$ cat config.mk
export PLATFORM = sky130hd
export DESIGN_NAME = buck_start_seq
export DESIGN_NICKNAME = d
export VERILOG_FILES = /design/src/rtl/bss_pkg.sv /design/src/rtl/bss_cfg_hold.sv /design/src/rtl/bss_ramp.sv /design/src/rtl/bss_ctrl.sv /design/src/rtl/buck_start_seq.sv
export SDC_FILE = /design/constraint.sdc
export NUM_CORES = 1
export LEC_CHECK = 0
export BUFFER_PORTS_ARGS = -buffer_cell sky130_fd_sc_hd__buf_4
export CAP_MARGIN = 25
export CORE_MARGIN = 4
export CORE_UTILIZATION = 52
export CTS_BUF_LIST = sky130_fd_sc_hd__clkbuf_8 sky130_fd_sc_hd__clkbuf_16
export DETAILED_ROUTE_END_ITERATION = 8
export PLACE_DENSITY = 0.75
export REMOVE_ABC_BUFFERS = 1
export SYNTH_ARGS = -nofsm -noshare
export SYNTH_HDL_FRONTEND = slang
export SYNTH_SLANG_ARGS = --single-unit
$ cat constraint.sdc
create_clock -name clk_i -period 2.4 [get_ports clk_i]
set_clock_uncertainty 0.2 [all_clocks]
set_input_delay 0.48 -clock clk_i [delete_from_list [all_inputs] [get_ports clk_i]]
set_output_delay 0.48 -clock clk_i [all_outputs]
set_load 0.01 [all_outputs]
$ cat src/rtl/bss_pkg.sv
`timescale 1ns/1ps
package bss_pkg;
  typedef enum logic [2:0] {
    ST_IDLE,
    ST_CAL,
    ST_RAMP,
    ST_RUN,
    ST_DISCH
  } seq_state_e;

  localparam logic [2:0] FREQ_CODE_DEFAULT = 3'd3;  // 500 kHz
endpackage

$ cat src/rtl/bss_cfg_hold.sv
`timescale 1ns/1ps
module bss_cfg_hold #(
  parameter int            W       = 1,
  parameter logic [W-1:0]  RST_VAL = '0
) (
  input  logic         clk_i,
  input  logic         rst_ni,
  input  logic         load_i,
  input  logic [W-1:0] d_i,
  output logic [W-1:0] q_o
);
  always_ff @(posedge clk_i or negedge rst_ni) begin
    if (!rst_ni)     q_o <= RST_VAL;
    else if (load_i) q_o <= d_i;
  end
endmodule

$ cat src/rtl/bss_ramp.sv
`timescale 1ns/1ps
module bss_ramp #(
  parameter int CLK_KHZ    = 4000,
  parameter int SS_BASE_US = 700,
  parameter int DAC_W      = 10
) (
  input  logic             clk_i,
  input  logic             rst_ni,
  input  logic             clr_i,
  input  logic             run_i,
  input  logic [1:0]       ss_code_i,
  output logic [DAC_W-1:0] dac_o,
  output logic             full_o
);
  localparam int BASE_CYC = SS_BASE_US * CLK_KHZ / 1000;
  localparam int STEP     = 1 << DAC_W;
  localparam int ACC_W    = $clog2(BASE_CYC * 8 + STEP) + 1;
  localparam logic [DAC_W-1:0] FULL = {DAC_W{1'b1}};

  logic [ACC_W-1:0] acc_q, sum, dur;

  assign dur    = ACC_W'(BASE_CYC) << ss_code_i;
  assign sum    = acc_q + ACC_W'(STEP);
  assign full_o = (dac_o == FULL);

  // error accumulator spreads STEP-1 increments evenly over dur cycles
  always_ff @(posedge clk_i or negedge rst_ni) begin
    if (!rst_ni) begin
      acc_q <= '0;
      dac_o <= '0;
    end else if (clr_i) begin
      acc_q <= '0;
      dac_o <= '0;
    end else if (run_i && !full_o) begin
      if (sum >= dur) begin
        acc_q <= sum - dur;
        dac_o <= dac_o + 1'b1;
      end else begin
        acc_q <= sum;
      end
    end
  end
endmodule

$ cat src/rtl/bss_ctrl.sv
`timescale 1ns/1ps
module bss_ctrl
  import bss_pkg::*;
#(
  parameter int CLK_KHZ = 4000,
  parameter int CAL_US  = 250
) (
  input  logic clk_i,
  input  logic rst_ni,
  input  logic en_i,
  input  logic vreg_ok_i,
  input  logic pgood_i,
  input  logic fccm_q_i,
  input  logic ramp_full_i,
  output logic cal_end_o,
  output logic ramp_clr_o,
  output logic ramp_run_o,
  output logic sw_en_o,
  output logic ss_done_o,
  output logic ccm_o,
  output logic disch_o
);
  localparam int CAL_CYC = CAL_US * CLK_KHZ / 1000;
  localparam int TMR_W   = $clog2(CAL_CYC);

  seq_state_e       state_q, state_n;
  logic [TMR_W-1:0] tmr_q;
  logic             active;

  assign active    = (state_q == ST_RAMP) || (state_q == ST_RUN);
  assign cal_end_o = (state_q == ST_CAL) && en_i && (tmr_q == TMR_W'(CAL_CYC - 1));

  always_comb begin
    state_n = state_q;
    unique case (state_q)
      ST_IDLE:  if (en_i) state_n = ST_CAL;
      ST_CAL:   if (!en_i) state_n = ST_DISCH;
                else if (cal_end_o) state_n = ST_RAMP;
      ST_RAMP:  if (!en_i) state_n = ST_DISCH;
                else if (ramp_full_i) state_n = ST_RUN;
      ST_RUN:   if (!en_i) state_n = ST_DISCH;
      ST_DISCH: if (en_i) state_n = ST_CAL;
                else if (!vreg_ok_i) state_n = ST_IDLE;
      default:  state_n = ST_IDLE;
    endcase
  end

  always_ff @(posedge clk_i or negedge rst_ni) begin
    if (!rst_ni) begin
      state_q <= ST_IDLE;
      tmr_q   <= '0;
      ccm_o   <= 1'b0;
    end else begin
      state_q <= state_n;
      tmr_q   <= (state_q == ST_CAL) ? tmr_q + 1'b1 : '0;
      ccm_o   <= (state_q == ST_RUN) && en_i && fccm_q_i && pgood_i;
    end
  end

  assign ramp_clr_o = !active || !en_i;
  assign ramp_run_o = (state_q == ST_RAMP) && en_i;
  assign sw_en_o    = active;
  assign ss_done_o  = (state_q == ST_RUN);
  assign disch_o    = (state_q == ST_DISCH);
endmodule

$ cat src/rtl/buck_start_seq.sv
`timescale 1ns/1ps
module buck_start_seq
  import bss_pkg::*;
#(
  parameter int CLK_KHZ    = 4000,
  parameter int CAL_US     = 250,
  parameter int SS_BASE_US = 700,
  parameter int DAC_W      = 10
) (
  input  logic             clk_i,
  input  logic             rst_ni,
  input  logic             en_i,
  input  logic [2:0]       freq_sel_i,
  input  logic [1:0]       ss_sel_i,
  input  logic             fccm_sel_i,
  input  logic             vreg_ok_i,
  input  logic             pgood_i,
  output logic [2:0]       freq_code_o,
  output logic [1:0]       ss_code_o,
  output logic             fccm_code_o,
  output logic             sw_en_o,
  output logic [DAC_W-1:0] dac_o,
  output logic             ss_done_o,
  output logic             ccm_o,
  output logic             disch_o
);
  localparam int CFG_W = 6;
  localparam logic [CFG_W-1:0] CFG_RST = {FREQ_CODE_DEFAULT, 2'd0, 1'b0};

  logic cal_end, ramp_clr, ramp_run, ramp_full;

  bss_cfg_hold #(.W(CFG_W), .RST_VAL(CFG_RST)) u_cfg (
    .clk_i  (clk_i),
    .rst_ni (rst_ni),
    .load_i (cal_end),
    .d_i    ({freq_sel_i, ss_sel_i, fccm_sel_i}),
    .q_o    ({freq_code_o, ss_code_o, fccm_code_o})
  );

  bss_ctrl #(.CLK_KHZ(CLK_KHZ), .CAL_US(CAL_US)) u_ctrl (
    .clk_i       (clk_i),
    .rst_ni      (rst_ni),
    .en_i        (en_i),
    .vreg_ok_i   (vreg_ok_i),
    .pgood_i     (pgood_i),
    .fccm_q_i    (fccm_code_o),
    .ramp_full_i (ramp_full),
    .cal_end_o   (cal_end),
    .ramp_clr_o  (ramp_clr),
    .ramp_run_o  (ramp_run),
    .sw_en_o     (sw_en_o),
    .ss_done_o   (ss_done_o),
    .ccm_o       (ccm_o),
    .disch_o     (disch_o)
  );

  bss_ramp #(.CLK_KHZ(CLK_KHZ), .SS_BASE_US(SS_BASE_US), .DAC_W(DAC_W)) u_ramp (
    .clk_i     (clk_i),
    .rst_ni    (rst_ni),
    .clr_i     (ramp_clr),
    .run_i     (ramp_run),
    .ss_code_i (ss_code_o),
    .dac_o     (dac_o),
    .full_o    (ramp_full)
  );
endmodule

==> summary.txt, run 1 <==
CP max stage delay -> 0.46 ns
Startpoint Class -> flip-flop
Prevailing post-synth register cell -> dfrtp_1
Switching share of total power -> 42.1%
Sequential area share after synthesis -> 41.3%
N_diodes -> 0
Netlist cell types -> 57
Combinational power share -> 63.0%
Clock Power Share -> 12.9%
Hold Crit Endpoint -> u_cfg.q_o[1]
Root buf cell -> clkbuf_8
TNS Setup -> -6.48 ns
Num rows -> 25
Asr flop ratio synth -> 100%
CP Cell Sequence -> buf_6, nor2_4, ha_4, a211oi_4, nor3_4, a211o_4, buf_6, a41o_4, a2111oi_4, a31o_1
Max Clock Freq -> 359 MHz
Mapped Avg Cell Area -> 9.40 sq um
Leakage power -> 1.71 nW
Global placement routability congestion -> 0.895
Via density -> 6.26
Critical Path End Type -> flip-flop
Port bufs -> 30
Area of the multi-input gates -> 0.00178 sq mm
Vias -> 2746
Worst reg2reg endpoint -> u_ramp.acc_q[10]
Post-synth top area share -> 39.3%
Req. time, crit path -> 2.45 ns
Largest family of logic cells by synthesized area -> simple AND/OR/NAND/NOR gates
Final core utilization -> 82.0%
Violated checks -> negative setup slack
Max Slew Vio Count -> 0
Ports -> 31
Dpl hpwl -> 4.54 mm
Rel. slew slack -> 64.0%
Die area -> 0.00609 sq mm
Worst hold stages -> 2
Chip width -> 78.0 um
Reg2reg setup slack -> -0.38 ns
Clock latency at the later pin of the worst-skew pair -> 0.31 ns
Clk buf depth -> 2
Layout net count -> 395
Peak supply drop -> 0.000714 V
Initial antenna violation count -> 0
WL/cell -> 19.1 um
Crit path top cell by count -> buf_6
Net Switching -> 0.00161 W
Synth Area in XOR/XNOR -> 4.12%
Antenna-violating nets left -> 0
Final worst slack -> -0.383 ns
Internal power -> 0.00222 W
Sink Count -> 42
Sequential power share -> 24.1%
Largest net degree at the start of global routing -> 43
# H-tree levels -> 2
Crit Reg-Reg Startpoint -> u_cfg.q_o[2]
First-pass GRT wire length -> 11.4 mm
CP Data Arrival Time -> 2.83 ns
Syn. warnings -> 0
Initial Util -> 54.0%
Vias in the first global route -> 2508
Power density of the placed cells -> 989 mW/mm^2
Clock buffer count from CTS -> 5
Fin crit share -> 116%
Number of DRC markers in iteration 0 -> 268
Max cap viols -> 0
Layout cells sized above 1 -> 47.0%
CP Class -> flip-flop to flip-flop
Crit path launch -> u_cfg.q_o[2]
Synth Area in Simple Gates -> 21.0%
Die Y -> 78.0 um
GRT Residual Overflow -> 0
Worst R2R Path Depth -> 10
# setup viols final -> 22
Hold Vio Cnt, Final -> 0
Status -> finished with violations
DR DRC count -> 0
Post-synth EDFFs -> 0
WL final -> 8.36 mm
Worst-Margin Slew -> 0.539 ns
Class of the worst hold path -> input port to flip-flop
Mux contribution to synthesized area -> 3.04%
Post-synth top area cell -> dfrtp_1
Adder-Cell Fraction of Synth Area -> 6.77%
CTS tree -> built
Core ar. -> 0.00472 sq mm
Worst-path clk slew -> 0.09 ns
CP Max Fanout -> 6
Mapped Area -> 0.00255 sq mm
Post-Syn Instances -> 271
Synthesized flop and latch total -> 42
Most common cell after layout, fill and taps aside -> buf_4
Most frequent cells in the layout -> buf_4 (83), dfrtp_1 (37), nor2_1 (20)
Register area -> 0.00106 sq mm
Detailed Routing Iterations Pass 1 -> 5
Top post-synthesis cells by area -> dfrtp_1 (39%), ha_1 (6.4%), nor2_1 (3.5%)
Unrepaired setup endpoints after global routing -> true
Post-route minimum period -> 2.78 ns
Hold_sp -> ss_sel_i[0]
Total track usage -> 23.7%
Fill cells -> 268
Synth Area in Compound Gates -> 20.3%
Slowest CP cell -> dfrtp_2
Area Growth Syn to Fin -> 52.0%
[critical path, delay by kind of cell, from the launching register on]
kind	cells	cell delay, ns
buf+inv	2	0.27
fa+ha+maj	1	0.22
compound gates	5	1.40
flops	1	0.46
simple gates	2	0.18
[worst max path at each step]
stage	end	slack, ns	cells past startpoint
after floorplan	u_ramp.dac_o[3]	-0.38	8
after global placement	u_ramp.acc_q[14]	-0.40	9
after detailed placement	u_ramp.acc_q[14]	-0.41	9
after CTS	u_ramp.dac_o[2]	-0.33	9
after global routing	u_ramp.acc_q[4]	-0.50	12
final	u_ramp.acc_q[10]	-0.38	10
[state kept, by name (all words and copies together), names as in the netlist]
name / count
u_ctrl.ccm_o: 1
u_ctrl.state_q: 3
u_cfg.q_o: 6
u_ctrl.tmr_q: 10
u_ramp.dac_o: 10
u_ramp.acc_q: 12
[stage by stage]
step / instances / instance area, sq um / hold slack [ns] / worst slack, ns / total power, W
after floorplan: 263 / 2510 / -0.0156 / -0.384 / 0.00170
after global placement: 410 / 3190 / 0.238 / -0.404 / 0.00241
after detailed placement: 410 / 3190 / 0.256 / -0.412 / 0.00244
after CTS: 432 / 3550 / 0.193 / -0.326 / 0.00326
after global routing: 439 / 3870 / 0.191 / -0.496 / 0.00401
final: 439 / 3870 / 0.198 / -0.383 / 0.00383
[power by group through the flow]
stage / clock (W) / combinational, W / sequential [W]
4_1_cts: 0.000499 / 0.00186 / 0.000896
2_1_floorplan: 0 / 0.000773 / 0.000925
3_3_place_gp: 0 / 0.00150 / 0.000908
3_5_place_dp: 0 / 0.00153 / 0.000912
6_report: 0.000493 / 0.00242 / 0.000923
5_1_grt: 0.000528 / 0.00255 / 0.000939
[cell type report]
class | count | share of cell area [%]
clock buffer | 5 | 1.78
clock inverter | 3 | 0.614
inverter | 12 | 1.29
multi-input combinational | 210 | 45.9
sequential | 42 | 27.3
tap | 67 | 2.16
timing repair buffer | 100 | 21.0
[cell usage after synthesis, drive strengths merged, types with 4 or more instances]
cell type  instances
dfrtp             40
nor2              24
nand2             21
o21ai             20
nand3             15
a21oi             14
ha                13
inv               12
o211ai             9
or3                9
and3               7
or4                7
xor2               7
mux2               6
nor3               6
clkbuf             5
o31ai              5
xnor2              5
nand4              4
[layer usage]
layer	routed length, um	global-route usage [%]	vias to the layer above
met3	499	3.90	48
li1	-	-	1217
met1	3220	28.6	1325
met2	4180	41.3	156
met5	0	0	-
met4	466	10.7	0
[logic make-up (layout without fill, tap and decap cells)]
family	count (synthesis)	in the layout
simple gates	103	103
compound gates	73	74
flops	42	42
buf+inv	20	120
fa+ha+maj	14	14
xor+xnor	12	12
mux	7	7
[timing repair]
action | 4_1_cts | 5_1_grt
endpoints found under the setup margin | 22 | 28
gates cloned | 1 | 0
setup buffers | 13 | 9
hold buffers | 1 | 0
gates resized for setup | 36 | 54
hold endpoints to repair | 40 | 0
pin swaps | 22 | 30
No activity file was read; power rests on OpenSTA's default activity.
==> run 2, diff against run 1 <==
- CORE_UTILIZATION: 52 -> 51
- PLACE_DENSITY: 0.75 -> 0.74
==> summary.txt, run 2 (same netlist as run 1, synthesis figures left out) <==
Max Slew Vio Count -> 0 (unchanged)
Critical Path End Type -> flip-flop
Area Growth Syn to Fin -> 44.9%
Largest net degree at the start of global routing -> 43 (unchanged)
Clock buffer count from CTS -> 5 (unchanged)
Most common cell after layout, fill and taps aside -> buf_4
Most frequent cells in the layout -> buf_4 (80), dfrtp_1 (38), nor2_1 (20)
Number of DRC markers in iteration 0 -> 200 (-25%)
Sink Count -> 42 (unchanged)
DP Area -> 0.00316 sq mm (-1.0%)
Final core utilization -> 77.2% (-4.8 points)
Port bufs -> 30 (unchanged)
Fill cells -> 319 (+19%)
Vias -> 2571 (-6.4%)
Peak supply drop -> 0.000706 V (-1.1%)
CP Data Arrival Time -> 2.76 ns (-0.07 ns)
Die Y -> 78.7 um (+0.87%)
Layout net count -> 382 (-3.3%)
CP Max Fanout -> 26 (+20)
Req. time, crit path -> 2.44 ns (about the same)
Regs by FF count -> u_ramp.acc_q x12, u_ctrl.tmr_q x10, u_ramp.dac_o x10
Most flops, register -> u_ramp.acc_q
Clock latency at the later pin of the worst-skew pair -> 0.31 ns (about the same)
Fin crit share -> 113% (-2.5 points)
CP Cell Sequence -> buf_6, buf_6, inv_4, ha_4, nand2_4, nor3_4, a211o_1, a41oi_4, buf_12, or4_1, a21oi_1
Via density -> 6.04 (-3.5%)
Initial Util -> 53.3% (-0.71 points)
Status -> finished with violations
Initial antenna violation count -> 0 (unchanged)
Rel. slew slack -> 63.9% (-0.14 points)
N_diodes -> 0 (unchanged)
Root buf cell -> clkbuf_8
Class of the worst hold path -> input port to flip-flop
Leakage power -> 1.63 nW (-4.7%)
Max cap viols -> 0 (unchanged)
Global placement routability congestion -> 0.871 (-2.6%)
# H-tree levels -> 2 (unchanged)
Violated checks -> negative setup slack
Final worst slack -> -0.324 ns (+0.0598 ns)
First-pass GRT wire length -> 11.7 mm (+2.4%)
# setup viols final -> 21 (-4.5%)
Max Clock Freq -> 367 MHz (+2.2%)
Total track usage -> 23.6% (-0.087 points)
Clk buf depth -> 2 (unchanged)
Startpoint Class -> flip-flop
Chip width -> 78.7 um (+0.87%)
Post-route cell area -> 0.00369 sq mm (-4.7%)
CP max stage delay -> 0.49 ns (+0.03 ns)
Antenna-violating nets left -> 0 (unchanged)
Die area -> 0.00619 sq mm (+1.8%)
CTS tree -> built
Ports -> 31 (unchanged)
Slowest CP cell -> or4_1
Largest register FFs -> 12 (unchanged)
Hold Vio Cnt, Final -> 0 (unchanged)
Power density of the placed cells -> 935 mW/mm^2 (-5.5%)
Crit path top cell by count -> buf_6
Post-route minimum period -> 2.72 ns (-0.0598 ns)
GRT Residual Overflow -> 0 (unchanged)
Core ar. -> 0.00479 sq mm (+1.3%)
Worst-Margin Slew -> 0.542 ns (+0.00214 ns)
CP Class -> flip-flop to flip-flop
Hold slack -> 0.203 ns (+0.00501 ns)
Detailed Routing Iterations Pass 1 -> 5 (unchanged)
Worst-path clk slew -> 0.09 ns (about the same)
Layout cells sized above 1 -> 42.6% (-4.4 points)
WL/cell -> 17.6 um (-7.5%)
Unrepaired setup endpoints after global routing -> true
Vias in the first global route -> 2472 (-1.4%)
WL final -> 7.51 mm (-10%)
Num rows -> 25 (unchanged)
Dpl hpwl -> 4.44 mm (-2.3%)
DR DRC count -> 0 (unchanged)
run 2: worst max-delay path, delay by kind of cell, from the launching register on:
kind / cells / cell delay [ns]
AO/OA/AOI/OAI: 3 / 0.53
AND/OR/NAND/NOR: 3 / 0.79
adder cells (fa/ha/maj): 1 / 0.28
flip-flops: 1 / 0.41
buffers and inverters: 4 / 0.43
run 2: repair_timing:
item                                    in CTS  in global routing
pin swaps                                   13                  5
hold buffers                                 1                  0
endpoints found under the setup margin      22                 26
gates resized for setup                     45                 24
buffers inserted                            10                  3
hold endpoints to repair                    40                  0
run 2: metrics by stage:
step,cells,power [W],setup slack (ns),setup TNS (ns)
2_1_floorplan,263,0.00170,-0.384,-4.99
3_3_place_gp,404,0.00237,-0.417,-5.85
3_5_place_dp,404,0.00240,-0.418,-6.46
4_1_cts,423,0.00319,-0.265,-3.72
5_1_grt,426,0.00366,-0.477,-7.42
6_report,426,0.00345,-0.324,-4.56
run 2: final cells by class:
type                            count  area [sq um]  share of cell area [%]
Multi-Input combinational cell    209          1720                    46.5
Sequential cell                    42          1060                    28.6
Timing Repair Buffer               88           698                    18.9
Tap cell                           67          83.8                    2.27
Clock buffer                        5          68.8                    1.86
Inverter                           12          47.5                    1.29
Clock inverter                      3          21.3                   0.576
run 2: worst paths after layout:
check | start | to | slack (ns) | cells after the start
hold / removal | freq_sel_i[2] | u_cfg.q_o[5] | 0.20 | 2
max in group asynchronous | rst_ni | u_cfg.q_o[1] | 1.09 | 2
setup reg to reg | u_ramp.acc_q[10] | u_ramp.dac_o[3] | -0.32 | 11
min in group asynchronous | rst_ni | u_ramp.dac_o[3] | 0.49 | 2
setup / recovery | u_ramp.acc_q[10] | u_ramp.dac_o[3] | -0.32 | 11
hold reg to reg | u_ctrl.tmr_q[0] | u_ctrl.tmr_q[0] | 0.28 | 1
run 2: metal layers:
layer / up-vias / share of wire [%] / GRT usage (%)
met4: 0 / 2.8 / 5.59
met5: - / 0 / 0
met2: 96 / 51 / 40.3
met3: 30 / 5.6 / 4.99
li1: 1187 / - / -
met1: 1258 / 41 / 30.5
run 2: power breakdown:
part	internal [W]	switching, W	leakage, nW
clock	0.000204	0.000263	0.0441
sequential	0.000815	0.000106	0.565
combinational	0.00101	0.00106	1.02
==> run 3, diff against run 2 <==
- RECOVER_POWER: not set -> 100
==> summary.txt, run 3 (same netlist as run 1, synthesis figures left out) <==
Status -> finished with violations
Violated checks -> negative setup slack
TNS Setup -> -4.58 ns (-0.0181 ns)
Largest register FFs -> 12 (unchanged)
Combinational power share -> 59.1% (-0.7 points)
Max Clock Freq -> 368 MHz (about the same)
Clock Power Share -> 13.9% (+0.4 points)
WL final -> 7.43 mm (-1.1%)
Hold slack -> 0.203 ns (+0.000583 ns)
Max cap viols -> 0 (unchanged)
Vias -> 2525 (-1.8%)
CP Max Fanout -> 4 (-85%)
Core ar. -> 0.00479 sq mm (unchanged)
Initial Util -> 53.3% (unchanged)
Clock buffer count from CTS -> 5 (unchanged)
Fin crit share -> 113% (about the same)
Most common cell after layout, fill and taps aside -> buf_4
Initial antenna violation count -> 0 (unchanged)
DR DRC count -> 0 (unchanged)
Peak supply drop -> 0.000704 V (-0.28%)
CP Class -> flip-flop to flip-flop
# H-tree levels -> 2 (unchanged)
Largest net degree at the start of global routing -> 43 (unchanged)
Total track usage -> 23.6% (unchanged)
Most frequent cells in the layout -> buf_4 (61), dfrtp_1 (38), nor2_1 (20)
Antenna-violating nets left -> 0 (unchanged)
Dpl hpwl -> 4.44 mm (unchanged)
Port bufs -> 30 (unchanged)
Layout net count -> 382 (unchanged)
Class of the worst hold path -> input port to flip-flop
Detailed Routing Iterations Pass 1 -> 5 (unchanged)
GR Util met2 -> 40.3% (unchanged)
# setup viols final -> 21 (unchanged)
Register area -> 0.00106 sq mm (unchanged)
Switching share of total power -> 41.8% (+0.45 points)
Root buf cell -> clkbuf_8
Hold Vio Cnt, Final -> 0 (unchanged)
Area Growth Syn to Fin -> 42.0%
Global placement routability congestion -> 0.871 (unchanged)
Clk buf depth -> 2 (unchanged)
Sink Count -> 42 (unchanged)
Area of the multi-input gates -> 0.00171 sq mm (-0.29%)
Worst-path clk slew -> 0.08 ns (about the same)
DP Area -> 0.00316 sq mm (unchanged)
Via density -> 5.93 (-1.8%)
Die area -> 0.00619 sq mm (unchanged)
Leakage power -> 1.56 nW (-4.7%)
Max Slew Vio Count -> 0 (unchanged)
Power density of the placed cells -> 939 mW/mm^2 (+0.50%)
Regs by FF count -> u_ramp.acc_q x12, u_ctrl.tmr_q x10, u_ramp.dac_o x10
GR peak layer -> met2
Post-route cell area -> 0.00362 sq mm (-2.0%)
Net Switching -> 0.00142 W (-0.46%)
CP max stage delay -> 0.42 ns (-0.07 ns)
Vias in the first global route -> 2472 (unchanged)
CTS tree -> built
Chip width -> 78.7 um (unchanged)
CP Data Arrival Time -> 2.72 ns (-0.04 ns)
Most flops, register -> u_ramp.acc_q
Fill cells -> 346 (+8.5%)
Unrepaired setup endpoints after global routing -> true
Rel. slew slack -> 29.5% (-34 points)
Clock latency at the later pin of the worst-skew pair -> 0.31 ns (about the same)
Post-route minimum period -> 2.72 ns (-0.00262 ns)
Met1 usage -> 30.5% (unchanged)
Layout cells sized above 1 -> 37.3% (-5.3 points)
GRT Residual Overflow -> 0 (unchanged)
Internal power -> 0.00198 W (-2.3%)
Final worst slack -> -0.321 ns (+0.00262 ns)
Slowest CP cell -> dfrtp_1
Worst-Margin Slew -> 1.06 ns (+0.516 ns)
Setup Slack @ Placement -> -0.418 ns (unchanged)
WL/cell -> 17.4 um (-1.1%)
Req. time, crit path -> 2.40 ns (-0.04 ns)
Num rows -> 25 (unchanged)
Critical Path End Type -> flip-flop
Sequential power share -> 27.0% (+0.3 points)
Final Non-Filler Cells -> 426 (unchanged)
Placed insts -> 404 (unchanged)
Ports -> 31 (unchanged)
Startpoint Class -> flip-flop
Grt met3 use -> 4.99% (unchanged)
Die Y -> 78.7 um (unchanged)
First-pass GRT wire length -> 11.7 mm (unchanged)
N_diodes -> 0 (unchanged)
Number of DRC markers in iteration 0 -> 215 (+7.5%)
CP Cell Sequence -> buf_6, buf_6, nand3_4, nor2_4, nand2b_4, ha_4, a21o_1, a21oi_2, nand3_4, buf_4, o21ai_0, a41oi_1, a22o_1
-- run 3: final timing paths --
check	startpoint	to	slack (ns)	cells after the start
setup / recovery	u_ramp.acc_q[10]	u_ramp.acc_q[13]	-0.32	13
hold / removal	freq_sel_i[2]	u_cfg.q_o[5]	0.20	2
setup reg to reg	u_ramp.acc_q[10]	u_ramp.acc_q[13]	-0.32	13
hold reg to reg	u_ctrl.tmr_q[0]	u_ctrl.tmr_q[0]	0.28	1
max in group asynchronous	rst_ni	u_cfg.q_o[1]	0.57	2
min in group asynchronous	rst_ni	u_ramp.dac_o[3]	0.69	2
-- run 3: power by group through the flow --
stage               Sequential [W]  Combinational (W)  Clock (W)
floorplan                 0.000925           0.000773          0
global placement          0.000909            0.00146          0
detailed placement        0.000916            0.00148          0
CTS                       0.000907            0.00179   0.000489
global route              0.000936            0.00216   0.000518
finish                    0.000919            0.00201   0.000472
-- run 3: worst max-delay path, delay by kind of cell (launching register included) --
family	cells	cell delay (ns)
compound gates	5	0.97
fa+ha+maj	1	0.21
flops	1	0.42
simple gates	4	0.39
buf+inv	3	0.42
-- run 3: area by class of cell --
cell class                      instances  share of cell area, %
Multi-Input combinational cell        209                   47.3
Sequential cell                        42                   29.2
Timing Repair Buffer                   88                   17.4
Tap cell                               67                   2.32
Clock buffer                            5                   1.90
Inverter                               12                   1.31
Clock inverter                          3                  0.588
-- run 3: per-stage QoR --
stage | power, W | utilization [%]
after floorplan | 0.00170 | -
after global placement | 0.00237 | 66.0
after detailed placement | 0.00240 | 66.0
after CTS | 0.00319 | 74.3
after global routing | 0.00361 | 75.6
final | 0.00340 | 75.6
-- run 3: what timing repair did --
action                                 CTS  global route
pin swaps                               13             5
resized for setup                       45            24
setup endpoints to repair               22            26
hold buffers                             1             0
endpoints found under the hold margin   40             0
setup buffers                           10             3
-- run 3: metal layers --
| layer | up-vias | wire length [um] |
|---|---|---|
| met1 | 1227 | 3030 |
| met2 | 89 | 3810 |
| met3 | 21 | 423 |
| met4 | 0 | 170 |
| met5 | - | 0 |
| li1 | 1188 | - |
